<file path="config.mk">
export PLATFORM = sky130hd
export DESIGN_NAME = ptr_agu
export DESIGN_NICKNAME = d
export VERILOG_FILES = /design/src/rtl/agu_pkg.sv /design/src/rtl/agu_calc.sv /design/src/rtl/agu_seq.sv /design/src/rtl/ptr_agu.sv
export SDC_FILE = /design/constraint.sdc
export NUM_CORES = 1
export LEC_CHECK = 0
export ABC_AREA = 1
export BUFFER_PORTS_ARGS = -buffer_cell sky130_fd_sc_hd__buf_2
export CAP_MARGIN = 5
export CELL_PAD_IN_SITES_DETAIL_PLACEMENT = 1
export CELL_PAD_IN_SITES_GLOBAL_PLACEMENT = 1
export CORE_MARGIN = 1.5
export CORE_UTILIZATION = 36
export CTS_CLUSTER_DIAMETER = 100
export DETAILED_ROUTE_END_ITERATION = 8
export PLACE_DENSITY = 0.79
export SYNTH_ARGS = -nofsm -noshare
export SYNTH_HDL_FRONTEND = slang
export SYNTH_HIERARCHICAL = 1
export SYNTH_SLANG_ARGS = --single-unit
</file>
<file path="constraint.sdc">
create_clock -name clk -period 2.1 [get_ports clk]
set_clock_uncertainty 0.2 [all_clocks]
set_input_delay 0.105 -clock clk [delete_from_list [all_inputs] [get_ports clk]]
set_output_delay 0.105 -clock clk [all_outputs]
set_load 0.03 [all_outputs]
</file>
<file path="src/rtl/agu_pkg.sv">
package agu_pkg;
  typedef enum logic [2:0] {
    AM_PLAIN   = 3'd0,
    AM_POSTINC = 3'd1,
    AM_PREDEC  = 3'd2,
    AM_DISP    = 3'd3,
    AM_DIRECT  = 3'd4
  } amode_e;

  typedef enum logic [1:0] {
    PS_X    = 2'd0,
    PS_Y    = 2'd1,
    PS_Z    = 2'd2,
    PS_NONE = 2'd3
  } psel_e;
endpackage

</file>
<file path="src/rtl/agu_calc.sv">
module agu_calc
  import agu_pkg::*;
#(
  parameter int AW        = 16,
  parameter int QW        = 6,
  parameter int RW        = 5,
  parameter int PAIR_BASE = 26
) (
  input  logic          req_prog,
  input  logic [1:0]    req_ptr,
  input  logic [2:0]    req_mode,
  input  logic [QW-1:0] req_disp,
  input  logic [AW-1:0] req_const,
  input  logic [RW-1:0] req_dst,
  input  logic          req_dst_dflt,
  input  logic [AW-1:0] ptr_x,
  input  logic [AW-1:0] ptr_y,
  input  logic [AW-1:0] ptr_z,
  output logic          ok,
  output logic [AW-1:0] ea,
  output logic          wb_en,
  output logic [AW-1:0] wb_val,
  output logic [RW-1:0] wb_reg,
  output logic [RW-1:0] dst
);
  localparam logic [AW-1:0] ONE = AW'(1);

  logic [1:0]    sel;
  logic [AW-1:0] base, inc, dec, off;

  always_comb begin
    sel = req_prog ? PS_Z : req_ptr;
    case (sel)
      PS_X:    base = ptr_x;
      PS_Y:    base = ptr_y;
      default: base = ptr_z;
    endcase
    inc = base + ONE;
    dec = base - ONE;
    off = base + {{(AW-QW){1'b0}}, req_disp};
  end

  always_comb begin
    ok     = 1'b0;
    ea     = base;
    wb_en  = 1'b0;
    wb_val = base;
    if (req_prog) begin
      ok     = (req_mode == AM_PLAIN) || (req_mode == AM_POSTINC);
      wb_en  = (req_mode == AM_POSTINC);
      wb_val = inc;
    end else begin
      case (req_mode)
        AM_PLAIN: ok = (sel != PS_NONE);
        AM_POSTINC: begin
          ok     = (sel != PS_NONE);
          wb_en  = 1'b1;
          wb_val = inc;
        end
        AM_PREDEC: begin
          ok     = (sel != PS_NONE);
          ea     = dec;
          wb_en  = 1'b1;
          wb_val = dec;
        end
        AM_DISP: begin
          ok = (sel == PS_Y) || (sel == PS_Z);
          ea = off;
        end
        AM_DIRECT: begin
          ok = 1'b1;
          ea = req_const;
        end
        default: ok = 1'b0;
      endcase
    end
    wb_reg = RW'(PAIR_BASE) + RW'({sel, 1'b0});
    dst    = (req_prog && req_dst_dflt) ? '0 : req_dst;
  end
endmodule

</file>
<file path="src/rtl/agu_seq.sv">
module agu_seq #(
  parameter int DATA_CYC = 2,
  parameter int PROG_CYC = 3
) (
  input  logic clk,
  input  logic rst_n,
  input  logic start,
  input  logic is_prog,
  output logic busy,
  output logic done
);
  localparam int MAXC = (PROG_CYC > DATA_CYC) ? PROG_CYC : DATA_CYC;
  localparam int CW   = $clog2(MAXC + 1);

  logic          busy_q, busy_d;
  logic [CW-1:0] cnt_q, cnt_d;

  always_comb begin
    busy_d = busy_q;
    cnt_d  = cnt_q;
    if (start) begin
      busy_d = 1'b1;
      cnt_d  = is_prog ? CW'(PROG_CYC - 1) : CW'(DATA_CYC - 1);
    end else if (busy_q) begin
      if (cnt_q == '0) busy_d = 1'b0;
      else             cnt_d  = cnt_q - CW'(1);
    end
  end

  always_ff @(posedge clk or negedge rst_n) begin
    if (!rst_n) begin
      busy_q <= 1'b0;
      cnt_q  <= '0;
    end else begin
      busy_q <= busy_d;
      cnt_q  <= cnt_d;
    end
  end

  assign busy = busy_q;
  assign done = busy_q && (cnt_q == '0);

  // an op never runs longer than the longest access
  p_cnt_bound_r7: assert property (@(posedge clk) disable iff (!rst_n)
    busy_q |-> (cnt_q < CW'(MAXC)));
  // the completion cycle is followed by idle
  p_done_idle_r7: assert property (@(posedge clk) disable iff (!rst_n)
    done |=> !busy_q);
endmodule

</file>
<file path="src/rtl/ptr_agu.sv">
module ptr_agu
  import agu_pkg::*;
#(
  parameter int AW        = 16,
  parameter int QW        = 6,
  parameter int RW        = 5,
  parameter int PAIR_BASE = 26,
  parameter int DATA_CYC  = 2,
  parameter int PROG_CYC  = 3
) (
  input  logic          clk,
  input  logic          rst_n,
  input  logic          req_valid,
  input  logic          req_prog,
  input  logic [1:0]    req_ptr,
  input  logic [2:0]    req_mode,
  input  logic [QW-1:0] req_disp,
  input  logic [AW-1:0] req_const,
  input  logic [RW-1:0] req_dst,
  input  logic          req_dst_dflt,
  input  logic [AW-1:0] ptr_x,
  input  logic [AW-1:0] ptr_y,
  input  logic [AW-1:0] ptr_z,
  output logic          busy,
  output logic          done,
  output logic [AW-1:0] mem_addr,
  output logic          mem_prog,
  output logic [RW-1:0] dst_reg,
  output logic          ptr_we,
  output logic [RW-1:0] ptr_wsel,
  output logic [AW-1:0] ptr_wdata
);
  // reset: asserted asynchronously, released on the clock
  logic [1:0] rst_sync;
  logic       rst_i_n;

  always_ff @(posedge clk or negedge rst_n) begin
    if (!rst_n) rst_sync <= 2'b00;
    else        rst_sync <= {rst_sync[0], 1'b1};
  end
  assign rst_i_n = rst_sync[1];

  logic          c_ok, c_wbe;
  logic [AW-1:0] c_ea, c_wbv;
  logic [RW-1:0] c_wbr, c_dst;
  logic          start;

  agu_calc #(.AW(AW), .QW(QW), .RW(RW), .PAIR_BASE(PAIR_BASE)) u_calc (
    .req_prog     (req_prog),
    .req_ptr      (req_ptr),
    .req_mode     (req_mode),
    .req_disp     (req_disp),
    .req_const    (req_const),
    .req_dst      (req_dst),
    .req_dst_dflt (req_dst_dflt),
    .ptr_x        (ptr_x),
    .ptr_y        (ptr_y),
    .ptr_z        (ptr_z),
    .ok           (c_ok),
    .ea           (c_ea),
    .wb_en        (c_wbe),
    .wb_val       (c_wbv),
    .wb_reg       (c_wbr),
    .dst          (c_dst)
  );

  agu_seq #(.DATA_CYC(DATA_CYC), .PROG_CYC(PROG_CYC)) u_seq (
    .clk     (clk),
    .rst_n   (rst_i_n),
    .start   (start),
    .is_prog (req_prog),
    .busy    (busy),
    .done    (done)
  );

  assign start = req_valid && c_ok && !busy;

  logic [AW-1:0] addr_q, wbv_q;
  logic [RW-1:0] dst_q, wbr_q;
  logic          prog_q, wbe_q;
  logic [2:0]    mode_q;

  always_ff @(posedge clk or negedge rst_i_n) begin
    if (!rst_i_n) begin
      addr_q <= '0;
      wbv_q  <= '0;
      dst_q  <= '0;
      wbr_q  <= '0;
      prog_q <= 1'b0;
      wbe_q  <= 1'b0;
      mode_q <= '0;
    end else if (start) begin
      addr_q <= c_ea;
      wbv_q  <= c_wbv;
      dst_q  <= c_dst;
      wbr_q  <= c_wbr;
      prog_q <= req_prog;
      wbe_q  <= c_wbe;
      mode_q <= req_mode;
    end
  end

  assign mem_addr  = addr_q;
  assign mem_prog  = prog_q;
  assign dst_reg   = dst_q;
  assign ptr_we    = done && wbe_q;
  assign ptr_wsel  = wbr_q;
  assign ptr_wdata = wbv_q;

  // address is held for the whole access
  p_addr_hold_r7: assert property (@(posedge clk) disable iff (!rst_i_n)
    (busy && $past(busy)) |-> $stable(addr_q));
  // write-back only in the completion cycle
  p_we_in_done_r7: assert property (@(posedge clk) disable iff (!rst_i_n)
    ptr_we |-> done);
  // post-increment writes back address plus one
  p_postinc_r3: assert property (@(posedge clk) disable iff (!rst_i_n)
    (ptr_we && mode_q == AM_POSTINC) |-> (wbv_q == addr_q + AW'(1)));
  // pre-decrement writes back the address it used
  p_predec_r4: assert property (@(posedge clk) disable iff (!rst_i_n)
    (ptr_we && !prog_q && mode_q == AM_PREDEC) |-> (wbv_q == addr_q));
endmodule

</file>
==> impl_metrics.csv, run 1 <==
group,metric,value,unit
clocking,clockRootBuffer,"clkbuf_16",
worst_setup_path,cpLargestDelayFamily,"simple AND/OR/NAND/NOR gates",
clocking,clockBufferDepth,2,
timing,whs,0.0720,ns
timing,max_freq,0.425,GHz
die,num_rows,41,
detailed_routing,top_layer,"met4",
detailed_routing,wl,23100,µm
detailed_routing,wl_met1,9250,µm
worst_setup_path,rr_endpoint,"u_seq/cnt_q[0]",
global_route,grt_first_pass_wirelength,33600,µm
synthesis,synth_cell_types,47,
flow_run,cap_viol_max_count,0,
clocking,cts_tree,"built",
worst_setup_path,worstPathArrival,2.34,ns
place,place.gp.congestion,0.946,
worst_setup_path,cp.depth,20,
synthesis,synth_edf_count,0,
die,die_area,14000,µm²
global_route,gr-total-overflow,0,
worst_setup_path,r2r_setup_slack,0.45,ns
timing,fin_setup_tns,-2.94,ns
synthesis,synth_common_cells,"nand2_1 (336), nand3_1 (74), inv_1 (71)",
worst_setup_path,cp.required,2.09,ns
cells_and_area,num_antenna_cells,0,
run_status,violations,"setup timing",
worst_setup_path,max_stage_delay,0.37,ns
synthesis,yosys.area.top_type_share,26.3,%
worst_setup_path,worst-setup-path-type,"in -> reg",
synthesis,avgSynthCellArea,5.96,µm²
global_route,antenna_found_initial,0,
worst_setup_path,end_kind,"register",
die,boundaryPins,131,
detailed_routing,drtIter0Drc,551,
timing,rsz0062_at_grt,"true",
synthesis,synth-seq-cells,49,
clocking,clk_latency,0.30,ns
worst_setup_path,path_cells,"buf_8 > clkinv_4 > nor2_4 > ha_4 > nand2_1 > nand3_2 > nand2_4 > inv_4 > ha_4 > fa_2 > nand2_2 > nand3_4 > buf_6 > inv_4 > o21ai_1 > nand3_1 > nand3_1 > and2_1 > nand4_1 > nand2_1",
pwr,power,6.06,mW
clocking,cts.sinks,49,
global_route,grt_max_degree,28,
worst_setup_path,worstPathMaxFanout,7,
timing,finalWorstSetupSlack,-0.252,ns
synthesis,yosysWarnings,6,
detailed_routing,wire_per_inst,19.3,µm
synthesis,synth_fp_nets,902,
detailed_routing,vias,6554,
worst_setup_path,path_buf_inv,5,
detailed_routing,drtAntennaViolNets,0,
detailed_routing,drt_pre_antenna_iters,5,
cells_and_area,fin_nets,1125,
detailed_routing,via_per_inst,5.46,
die,initial_core_util,37.4,%
die,core,12800,µm²
cells_and_area,drive_gt1_share,38.5,%
cells_and_area,area_growth,50.5,%
synthesis,async_flop_share,100,%
pwr,peakVddDrop,0.547,mV
place,dpl_cell_area,6400,µm²
synthesis,synthFlopType,"dfrtp_1",
synthesis,synth_area,4800,µm²
timing,setup_violations,24,
synthesis,synth_top_area_cell,"nand2_1",
place,dp_hpwl,15900,µm
global_route,grt_use_total,30.0,%
timing,finalHoldViolations,0,
global_route,grt_pass1_vias,6638,
pwr,p_per_area,839,nW/µm²
timing,finalMaxSlewViolations,0,
synthesis,netlist_instances,805,
worst_setup_path,regToRegStartpoint,"u_seq/busy",
worst_setup_path,slowest_stage,"fa_2",
detailed_routing,met3_wirelength,1400,µm
die,die_w,118,µm
synthesis,ys_seq_area_share,25.6,%
timing,max_slew_margin,59.9,%
pwr,power.leakage,3.89,nW
place,portBuffers,130,
timing,min_period,2.35,ns
hold_path,min_path_type,"reg -> async",
clocking,clk_pin_slew_worst_paths,0.07,ns
die,dieHeight,118,µm
synthesis,netlist_top_cells_area,"nand2_1 (26%), dfrtp_1 (26%), nand3_1 (7.7%)",
worst_setup_path,reg2reg_depth,8,
synthesis,synth.most_common_cell,"nand2_1",
worst_setup_path,startpoint_type,"primary input",
detailed_routing,wl_met2,11400,µm
worst_setup_path,startpoint,"req_ptr[0]",
cells_and_area,final_util,56.3,%
detailed_routing,drc,0,
timing,post-route-period-util,112,%
clocking,cts_made_buffers,5,
clocking,h-tree-depth,2,
run_status,status,"finished, violations left",
timing,worstMarginPinSlew,0.602,ns
cells_and_area,final_area,7220,µm²
[worst reg2reg max path, cell delays in order (launching register included)]
cell and delay, ns:
dfrtp_1 0.43, inv_2 0.26, nand3_4 0.15, inv_1 0.17, inv_2 0.08, nand2_1 0.08, nand2_1 0.06, nand2_1 0.07
nand2_1 0.05
[cell families after synthesis]
| kind of cell | share of synthesized area (%) |
|---|---|
| and+or+nand+nor | 49.9 |
| buffers and inverters | 10.7 |
| AOI/OAI and AO/OA | 9.26 |
| DFF | 25.6 |
| adders and majority gates | 3.29 |
| xor gates and xnor gates | 0.730 |
| other | 0.157 |
| muxes | 0.417 |
[where the power goes]
part	total (mW)	internal [mW]	switching, mW	leakage, nW
logic	3.45	1.09	2.35	3.19
registers	1.66	1.38	0.283	0.612
clock network	0.949	0.565	0.384	0.0842
total	6.06	3.04	3.02	3.89
[how the worst max path moves through the flow]
stage                        end  slack (ns)
finish              mem_addr[10]       -0.25
global route        ptr_wdata[6]       -0.40
CTS                 mem_addr[10]       -0.12
detailed placement  mem_addr[10]       -0.66
global placement    mem_addr[10]       -0.60
floorplan            mem_addr[4]       -0.51
[final cells by class]
cell class,count,area (µm²)
timing repair buffer,252,1690
fill,1747,5610
tap,172,215
multi-input combinational,642,3610
inverter,78,308
sequential,49,1230
clock buffer,5,125
clock inverter,3,43.8
[layout by cell type, fill, tap and decap left out, types with 14 or more instances in the layout]
master / instances
a21oi_1: 18
o21ai_1: 16
o21ai_0: 15
nand2_2: 41
nand2_1: 296
dfrtp_1: 48
buf_2: 127
buf_4: 105
nand4_1: 47
nand3_1: 57
nand3_2: 14
nor2_1: 40
inv_1: 64
[timing repair]
item / CTS / global route
endpoints found under the hold margin: 7 / 0
resized for setup: 49 / 80
endpoints found under the setup margin: 29 / 29
hold buffers: 7 / 0
pin swaps: 50 / 46
buffers inserted: 6 / 7
[per-stage QoR]
| stage | setup WS (ns) | instances |
|---|---|---|
| after floorplan | -0.510 | 805 |
| after global placement | -0.596 | 1175 |
| after detailed placement | -0.665 | 1175 |
| after CTS | -0.119 | 1196 |
| after global routing | -0.400 | 1201 |
| final | -0.252 | 1201 |
[layer usage]
| metal | global-route usage (%) | vias up |
|---|---|---|
| met5 | 0 | - |
| li1 | - | 3053 |
| met2 | 54.6 | 267 |
| met4 | 9.41 | 0 |
| met1 | 36.4 | 3151 |
| met3 | 4.34 | 83 |
Note: power is estimated with default switching activity, not from simulation.
==> run 2: changes to the inputs <==
--- a/config.mk
+++ b/config.mk
@@ -14,8 +14,7 @@
 export CORE_UTILIZATION = 36
 export CTS_CLUSTER_DIAMETER = 100
 export DETAILED_ROUTE_END_ITERATION = 8
-export PLACE_DENSITY = 0.79
+export PLACE_DENSITY = 0.8
 export SYNTH_ARGS = -nofsm -noshare
 export SYNTH_HDL_FRONTEND = slang
-export SYNTH_HIERARCHICAL = 1
 export SYNTH_SLANG_ARGS = --single-unit
==> run 2 against run 1 <==
- the run ends with hold timing, setup timing left
- sequential share of layout area is essentially flat
- maximum frequency shrank 4.0%
- combinational power is essentially flat
- non-clock buffer count grew 7
- first-iteration DRC count shrank 1.1%
- flip-flop and latch count shrank 2
- critical path depth is the same
- setup slack lost 0.097 ns
- sequential power shrank 3%
- die area shrank 9.4%
- power grew 0.20%
==> impl_metrics.csv, run 2 <==
group,metric,value,unit
pwr,power.leakage,3.49,nW
detailed_routing,top_layer,"met4",
synthesis,async_flop_share,100,%
detailed_routing,drtIter0Drc,545,
detailed_routing,met3_wirelength,1800,µm
place,portBuffers,129,
cells_and_area,drive_gt1_share,46.8,%
global_route,grt_max_degree,44,
cells_and_area,layout_commonest_cell,"nand2_1",
clocking,clk_pin_slew_worst_paths,0.07,ns
worst_setup_path,worst-setup-path-type,"in -> reg",
cells_and_area,final_cell_mix,"nand2_1 (207), buf_2 (128), buf_4 (104), nand3_1 (50)",
synthesis,yosysWarnings,0,
clocking,cts.sinks,47,
synthesis,synth_top_area_cell,"dfrtp_1",
clocking,cts_made_buffers,5,
detailed_routing,drtAntennaViolNets,0,
hold_path,min_path_type,"in -> reg",
place,dp_hpwl,14700,µm
timing,rsz0062_at_grt,"true",
detailed_routing,drc,0,
timing,max_slew_margin,59.6,%
place,place.gp.congestion,0.928,
synthesis,netlist_instances,682,
synthesis,ys_seq_area_share,27.1,%
global_route,antenna_found_initial,0,
synthesis,synth_cell_types,39,
timing,setup_violations,42,
synthesis,yosys.area.top_type_share,27.1,%
global_route,grt_first_pass_wirelength,33900,µm
timing,finalMaxSlewViolations,0,
timing,min_period,2.45,ns
synthesis,avgSynthCellArea,6.36,µm²
global_route,gr-total-overflow,0,
die,boundaryPins,131,
pwr,peakVddDrop,0.759,mV
synthesis,synth_common_cells,"nand2_1 (241), nand3_1 (74), inv_1 (61)",
die,die_w,113,µm
clocking,clockBufferDepth,2,
clocking,h-tree-depth,2,
detailed_routing,wire_per_inst,23.8,µm
detailed_routing,wl,25500,µm
cells_and_area,fin_nets,1023,
flow_run,cap_viol_max_count,0,
place,dpl_worst_slack,-0.643,ns
detailed_routing,wl_met2,12700,µm
die,dieHeight,113,µm
synthesis,synth_edf_count,0,
die,die_area,12700,µm²
global_route,grt_use_total,33.9,%
cells_and_area,nFillCells,1510,
worst_setup_path,cp.required,2.13,ns
die,num_rows,39,
timing,whs,-0.0314,ns
detailed_routing,drt_pre_antenna_iters,5,
worst_setup_path,startpoint_type,"primary input",
synthesis,synth-seq-cells,47,
clocking,clk_latency,0.30,ns
detailed_routing,wl_met1,9000,µm
detailed_routing,via_per_inst,5.94,
run_status,violations,"hold timing, setup timing",
die,core,11600,µm²
worst_setup_path,end_kind,"register",
worst_setup_path,worstPathArrival,2.48,ns
clocking,cts_tree,"built",
synthesis,synth_fp_nets,780,
timing,max_freq,0.408,GHz
die,initial_core_util,37.5,%
place,post-place-cells,1029,
timing,worstMarginPinSlew,0.605,ns
clocking,clockRootBuffer,"clkbuf_16",
global_route,grt_pass1_vias,6534,
cells_and_area,fin_cells,1070,
cells_and_area,area_growth,59.6,%
detailed_routing,vias,6352,
timing,post-route-period-util,117,%
pwr,p_per_area,878,nW/µm²
timing,finalWorstSetupSlack,-0.349,ns
synthesis,netlist_top_cells_area,"dfrtp_1 (27%), nand2_1 (21%), nand3_1 (8.5%)",
worst_setup_path,worstPathMaxFanout,7,
timing,finalHoldViolations,1,
synthesis,synth.most_common_cell,"nand2_1",
synthesis,synthFlopType,"dfrtp_1",
synthesis,synth_area,4330,µm²
run_status,status,"finished, violations left",
run 2: cell types whose count changed after synthesis, moves of 6 or more:
cell     before  now
nand2_4       1   11
buf_2        17    7
a21oi_1      25   39
buf_4         9    3
nor2_1       55   38
nand2_1     336  241
nand2_2       7   20
nand4_1      47    8
inv_1        71   61
o21ai_0      28   35
run 2: power by group:
part	internal [mW]	total (mW)	switching, mW
sequential	1.33	1.61	0.287
clock	0.594	0.978	0.384
combinational	1.14	3.48	2.34
run 2: worst paths after layout:
check / slack [ns] / end / depth (start not counted) / start
worst max-delay path: -0.35 / ptr_wdata[10] / 20 / req_prog
worst min-delay path: -0.03 / mem_addr[13] / 5 / req_const[13]
worst max register to register: 0.31 / ptr_wdata[10] / 10 / u_seq.busy
worst min register to register: 0.01 / dst_reg[2] / 0 / rst_sync[1]
max in group asynchronous: 1.06 / mem_addr[6] / 1 / rst_sync[1]
min in group asynchronous: 0.01 / dst_reg[2] / 0 / rst_sync[1]
run 2: metal layers:
metal	global-route usage, %	vias up
li1	-	2684
met1	37.1	3099
met2	62.8	401
met3	5.46	168
met4	18.3	0
met5	0	-
run 2: timing repair:
action / in CTS / in global routing
gates resized for setup: 54 / 102
endpoints found under the hold margin: 12 / 0
endpoints found under the setup margin: 40 / 42
setup buffers: 9 / 13
hold buffers: 12 / 0
pin swaps: 40 / 32
run 2: area by class of cell:
cell class | instances | area (µm²) | share of cell area, %
clock inverter | 2 | 35.0 | 0.506
inverter | 69 | 282 | 4.07
clock buffer | 6 | 139 | 2.01
multi-input combinational | 543 | 3340 | 48.3
tap | 143 | 179 | 2.59
timing repair buffer | 259 | 1760 | 25.5
sequential | 47 | 1180 | 17.0
antenna | 1 | 2.50 | 0.0362
run 2: logic make-up after synthesis:
| kind of cell | synth area share (%) |
|---|---|
| adders and majority gates | 3.93 |
| AOI/OAI and AO/OA | 12.7 |
| and+or+nand+nor | 44.8 |
| DFF | 27.1 |
| xor gates and xnor gates | 1.82 |
| other | 0.173 |
| buffers and inverters | 9.44 |
run 2: critical path, stage by stage:
cell and delay [ns]:
buf_12 0.12, buf_4 0.19, clkinv_4 0.08, nand2_4 0.08
buf_4 0.15, ha_2 0.20, nor2_1 0.10, nand2_1 0.11
nand3_1 0.16, nand2_1 0.12, nand2_2 0.11, nand3_4 0.15
inv_4 0.12, buf_6 0.14, nand2_2 0.09, inv_1 0.09
nand3_1 0.09, nand2_1 0.11, inv_1 0.08, nand2_1 0.07
run 2: stage by stage:
stage	cell area [µm²]	utilization, %	TNS (ns)	total power, mW
5_1_grt	6920	59.8	-10.70	6.32
3_5_place_dp	5890	50.9	-16.59	4.53
6_report	6920	59.8	-6.61	6.07
3_3_place_gp	5890	50.9	-12.32	4.39
2_1_floorplan	4470	-	-8.38	3.42
4_1_cts	6470	56.0	-0.487	5.64
==> run 3: changes to the inputs <==
--- a/config.mk
+++ b/config.mk
@@ -5,16 +5,15 @@
 export SDC_FILE = /design/constraint.sdc
 export NUM_CORES = 1
 export LEC_CHECK = 0
-export ABC_AREA = 1
 export BUFFER_PORTS_ARGS = -buffer_cell sky130_fd_sc_hd__buf_2
 export CAP_MARGIN = 5
 export CELL_PAD_IN_SITES_DETAIL_PLACEMENT = 1
 export CELL_PAD_IN_SITES_GLOBAL_PLACEMENT = 1
 export CORE_MARGIN = 1.5
-export CORE_UTILIZATION = 36
+export CORE_UTILIZATION = 37
 export CTS_CLUSTER_DIAMETER = 100
 export DETAILED_ROUTE_END_ITERATION = 8
-export PLACE_DENSITY = 0.8
+export PLACE_DENSITY = 0.79
 export SYNTH_ARGS = -nofsm -noshare
 export SYNTH_HDL_FRONTEND = slang
 export SYNTH_SLANG_ARGS = --single-unit
==> run 3 against run 2 <==
- die area decreased by 7.5%
- worst hold slack improved by 0.023 ns
- the run still ends with hold timing, setup timing left
- largest cell class unchanged
- routed wire length increased by 6.9%
- register-to-register slack got worse by 0.28 ns
- largest power group unchanged
- power decreased by 2.9%
==> impl_metrics.csv, run 3 <==
group,metric,value,unit
run_status,status,"finished, violations left",
run_status,violations,"hold timing, setup timing",
die,num_rows,38,
synthesis,synth.most_common_cell,"nand2_1",
synthesis,avgSynthCellArea,7.91,µm²
timing,whs,-0.00847,ns
timing,finalWorstSetupSlack,-0.792,ns
detailed_routing,drc,0,
clocking,clk_latency,0.32,ns
global_route,grt_pass1_vias,6095,
detailed_routing,drt_pre_antenna_iters,5,
cells_and_area,area_growth,77.0,%
timing,max_freq,0.346,GHz
timing,rsz0062_at_grt,"true",
worst_setup_path,worstPathMaxFanout,5,
clocking,clockRootBuffer,"clkbuf_8",
timing,post-route-period-util,138,%
detailed_routing,wire_per_inst,28.6,µm
synthesis,synth_top_family_by_area,"compound AO/OA/AOI/OAI gates",
worst_setup_path,startpoint_type,"primary input",
pwr,p_per_area,810,nW/µm²
synthesis,async_flop_share,100,%
worst_setup_path,worstPathArrival,2.90,ns
cells_and_area,nFillCells,1278,
die,boundaryPins,131,
timing,min_period,2.89,ns
synthesis,synth_fp_nets,618,
synthesis,synthAdderAreaFrac,4.14,%
timing,max_slew_margin,59.9,%
worst_setup_path,end_kind,"register",
synthesis,synthFlopType,"dfrtp_1",
die,initial_core_util,37.9,%
global_route,grt_first_pass_wirelength,32900,µm
place,place.gp.congestion,0.994,
cells_and_area,final_cell_mix,"buf_4 (139), buf_2 (127), nand2_1 (54), dfrtp_1 (46), a21oi_1 (39)",
synthesis,synth_top_area_cell,"dfrtp_1",
global_route,antenna_found_initial,0,
timing,finalMaxSlewViolations,0,
cells_and_area,fin_nets,908,
synthesis,ys_seq_area_share,28.6,%
cells_and_area,drive_gt1_share,53.9,%
synthesis,netlist_top_cells_area,"dfrtp_1 (29%), a21oi_1 (6.5%), o21ai_0 (6.5%)",
pwr,peakVddDrop,0.613,mV
synthesis,synth_common_cells,"nand2_1 (62), a21oi_1 (53), o21ai_0 (53)",
die,die_w,108,µm
global_route,gr-total-overflow,0,
detailed_routing,via_per_inst,6.61,
detailed_routing,wl,27200,µm
synthesis,yosysWarnings,0,
worst_setup_path,worst-setup-path-type,"in -> reg",
hold_path,min_path_type,"in -> reg",
synthesis,synth_compound_area_share,32.8,%
global_route,grt_max_degree,29,
place,dp_hpwl,13900,µm
synthesis,synth-seq-cells,47,
synthesis,synth_area,4110,µm²
flow_run,cap_viol_max_count,0,
place,portBuffers,129,
synthesis,synth_edf_count,0,
pwr,power.leakage,3.35,nW
die,dieHeight,108,µm
synthesis,yosys.area.top_type_share,28.6,%
clocking,cts.sinks,47,
detailed_routing,drtIter0Drc,751,
synthesis,netlist_instances,520,
synthesis,synth_cell_types,61,
synthesis,synth_mux_area_share,2.98,%
clocking,cts_tree,"built",
clocking,clockBufferDepth,2,
cells_and_area,layout_commonest_cell,"buf_4",
clocking,clk_pin_slew_worst_paths,0.11,ns
detailed_routing,drtAntennaViolNets,0,
place,dpl_worst_slack,-1.04,ns
die,die_area,11800,µm²
die,core,10800,µm²
timing,setup_violations,35,
clocking,h-tree-depth,2,
worst_setup_path,cp.required,2.11,ns
timing,finalHoldViolations,1,
synthesis,synth-simple-area-share,20.2,%
detailed_routing,vias,6290,
global_route,grt_use_total,36.9,%
timing,worstMarginPinSlew,0.601,ns
synthesis,synth_xor_area_share,6.18,%
clocking,cts_made_buffers,5,
run 3: cell types whose count changed in the layout (fill, tap and decap cells not counted), moves of 20 or more:
cell	before	now
buf_4	104	139
inv_1	46	7
nand2_1	207	54
nand2_2	46	6
nand3_1	50	6
nand3_2	24	4
run 3: through the flow:
step                      TNS [ns]  total power [mW]  utilization (%)  cells  area, µm²
after global routing        -17.43              6.07             67.1    951       7280
final                       -14.75              5.89             67.1    952       7280
after global placement      -25.11              4.34             53.6    871       5810
after detailed placement    -29.03              4.46             53.6    871       5810
after floorplan             -29.62              3.42                -    520       4360
after CTS                    -8.07              5.25             61.4    933       6650
run 3: per-layer routing:
layer | vias to the layer above | wire [µm] | track usage (%)
met4 | 0 | 2030 | 17.7
li1 | 2517 | - | -
met2 | 550 | 12900 | 65.1
met3 | 202 | 2590 | 5.85
met1 | 3021 | 9750 | 43.4
met5 | - | 0 | 0
run 3: cells by family after synthesis:
| kind of cell | count (synthesis) |
|---|---|
| muxes | 11 |
| and+or+nand+nor | 163 |
| AOI/OAI and AO/OA | 207 |
| DFF | 47 |
| other | 2 |
| xor gates and xnor gates | 29 |
| adders and majority gates | 13 |
| buffers and inverters | 48 |
run 3: final timing paths:
check / startpoint / slack (ns) / endpoint / cells past startpoint
max: req_prog / -0.79 / mem_addr[10] / 18
min: req_const[1] / -0.008 / mem_addr[1] / 4
min reg2reg: rst_sync[1] / 0.07 / mem_addr[0] / 0
max in group asynchronous: rst_sync[1] / 1.07 / ptr_wdata[13] / 1
max reg2reg: u_seq.busy / 0.03 / ptr_wdata[12] / 7
min in group asynchronous: rst_sync[1] / 0.07 / mem_addr[0] / 0
run 3: layout make-up:
class	count	area, µm²	area share [%]
multi-input combinational	425	3430	47.1
timing repair buffer	319	2360	32.4
sequential	47	1180	16.2
tap	140	175	2.41
clock buffer	6	72.6	0.997
inverter	12	52.6	0.722
clock inverter	2	12.5	0.172
antenna	1	2.50	0.0344
run 3: timing repair:
| item | CTS | global route |
|---|---|---|
| endpoints found under the hold margin | 17 | 0 |
| gates cloned | 1 | 3 |
| setup endpoints to repair | 42 | 43 |
| gates resized for setup | 65 | 106 |
| hold buffers | 22 | 0 |
| buffers inserted | 31 | 23 |
| pin swaps | 43 | 53 |
run 3: critical path: stages:
cell and delay, ns:
buf_8 0.10, nand2b_4 0.14, ha_4 0.18, a22oi_2 0.16, nor2_1 0.10, a21oi_2 0.18, inv_2 0.08, ha_4 0.17
fa_2 0.36, nand3_2 0.10, nand2_2 0.08, a31o_4 0.26, buf_4 0.14, buf_4 0.13, nand2_4 0.06, xnor2_2 0.07
a221oi_2 0.35, a21oi_2 0.12
run 3: power breakdown:
part	internal, mW	leakage, nW	switching [mW]
combinational	1.33	2.72	2.29
clock	0.235	0.0412	0.382
sequential	1.32	0.585	0.332
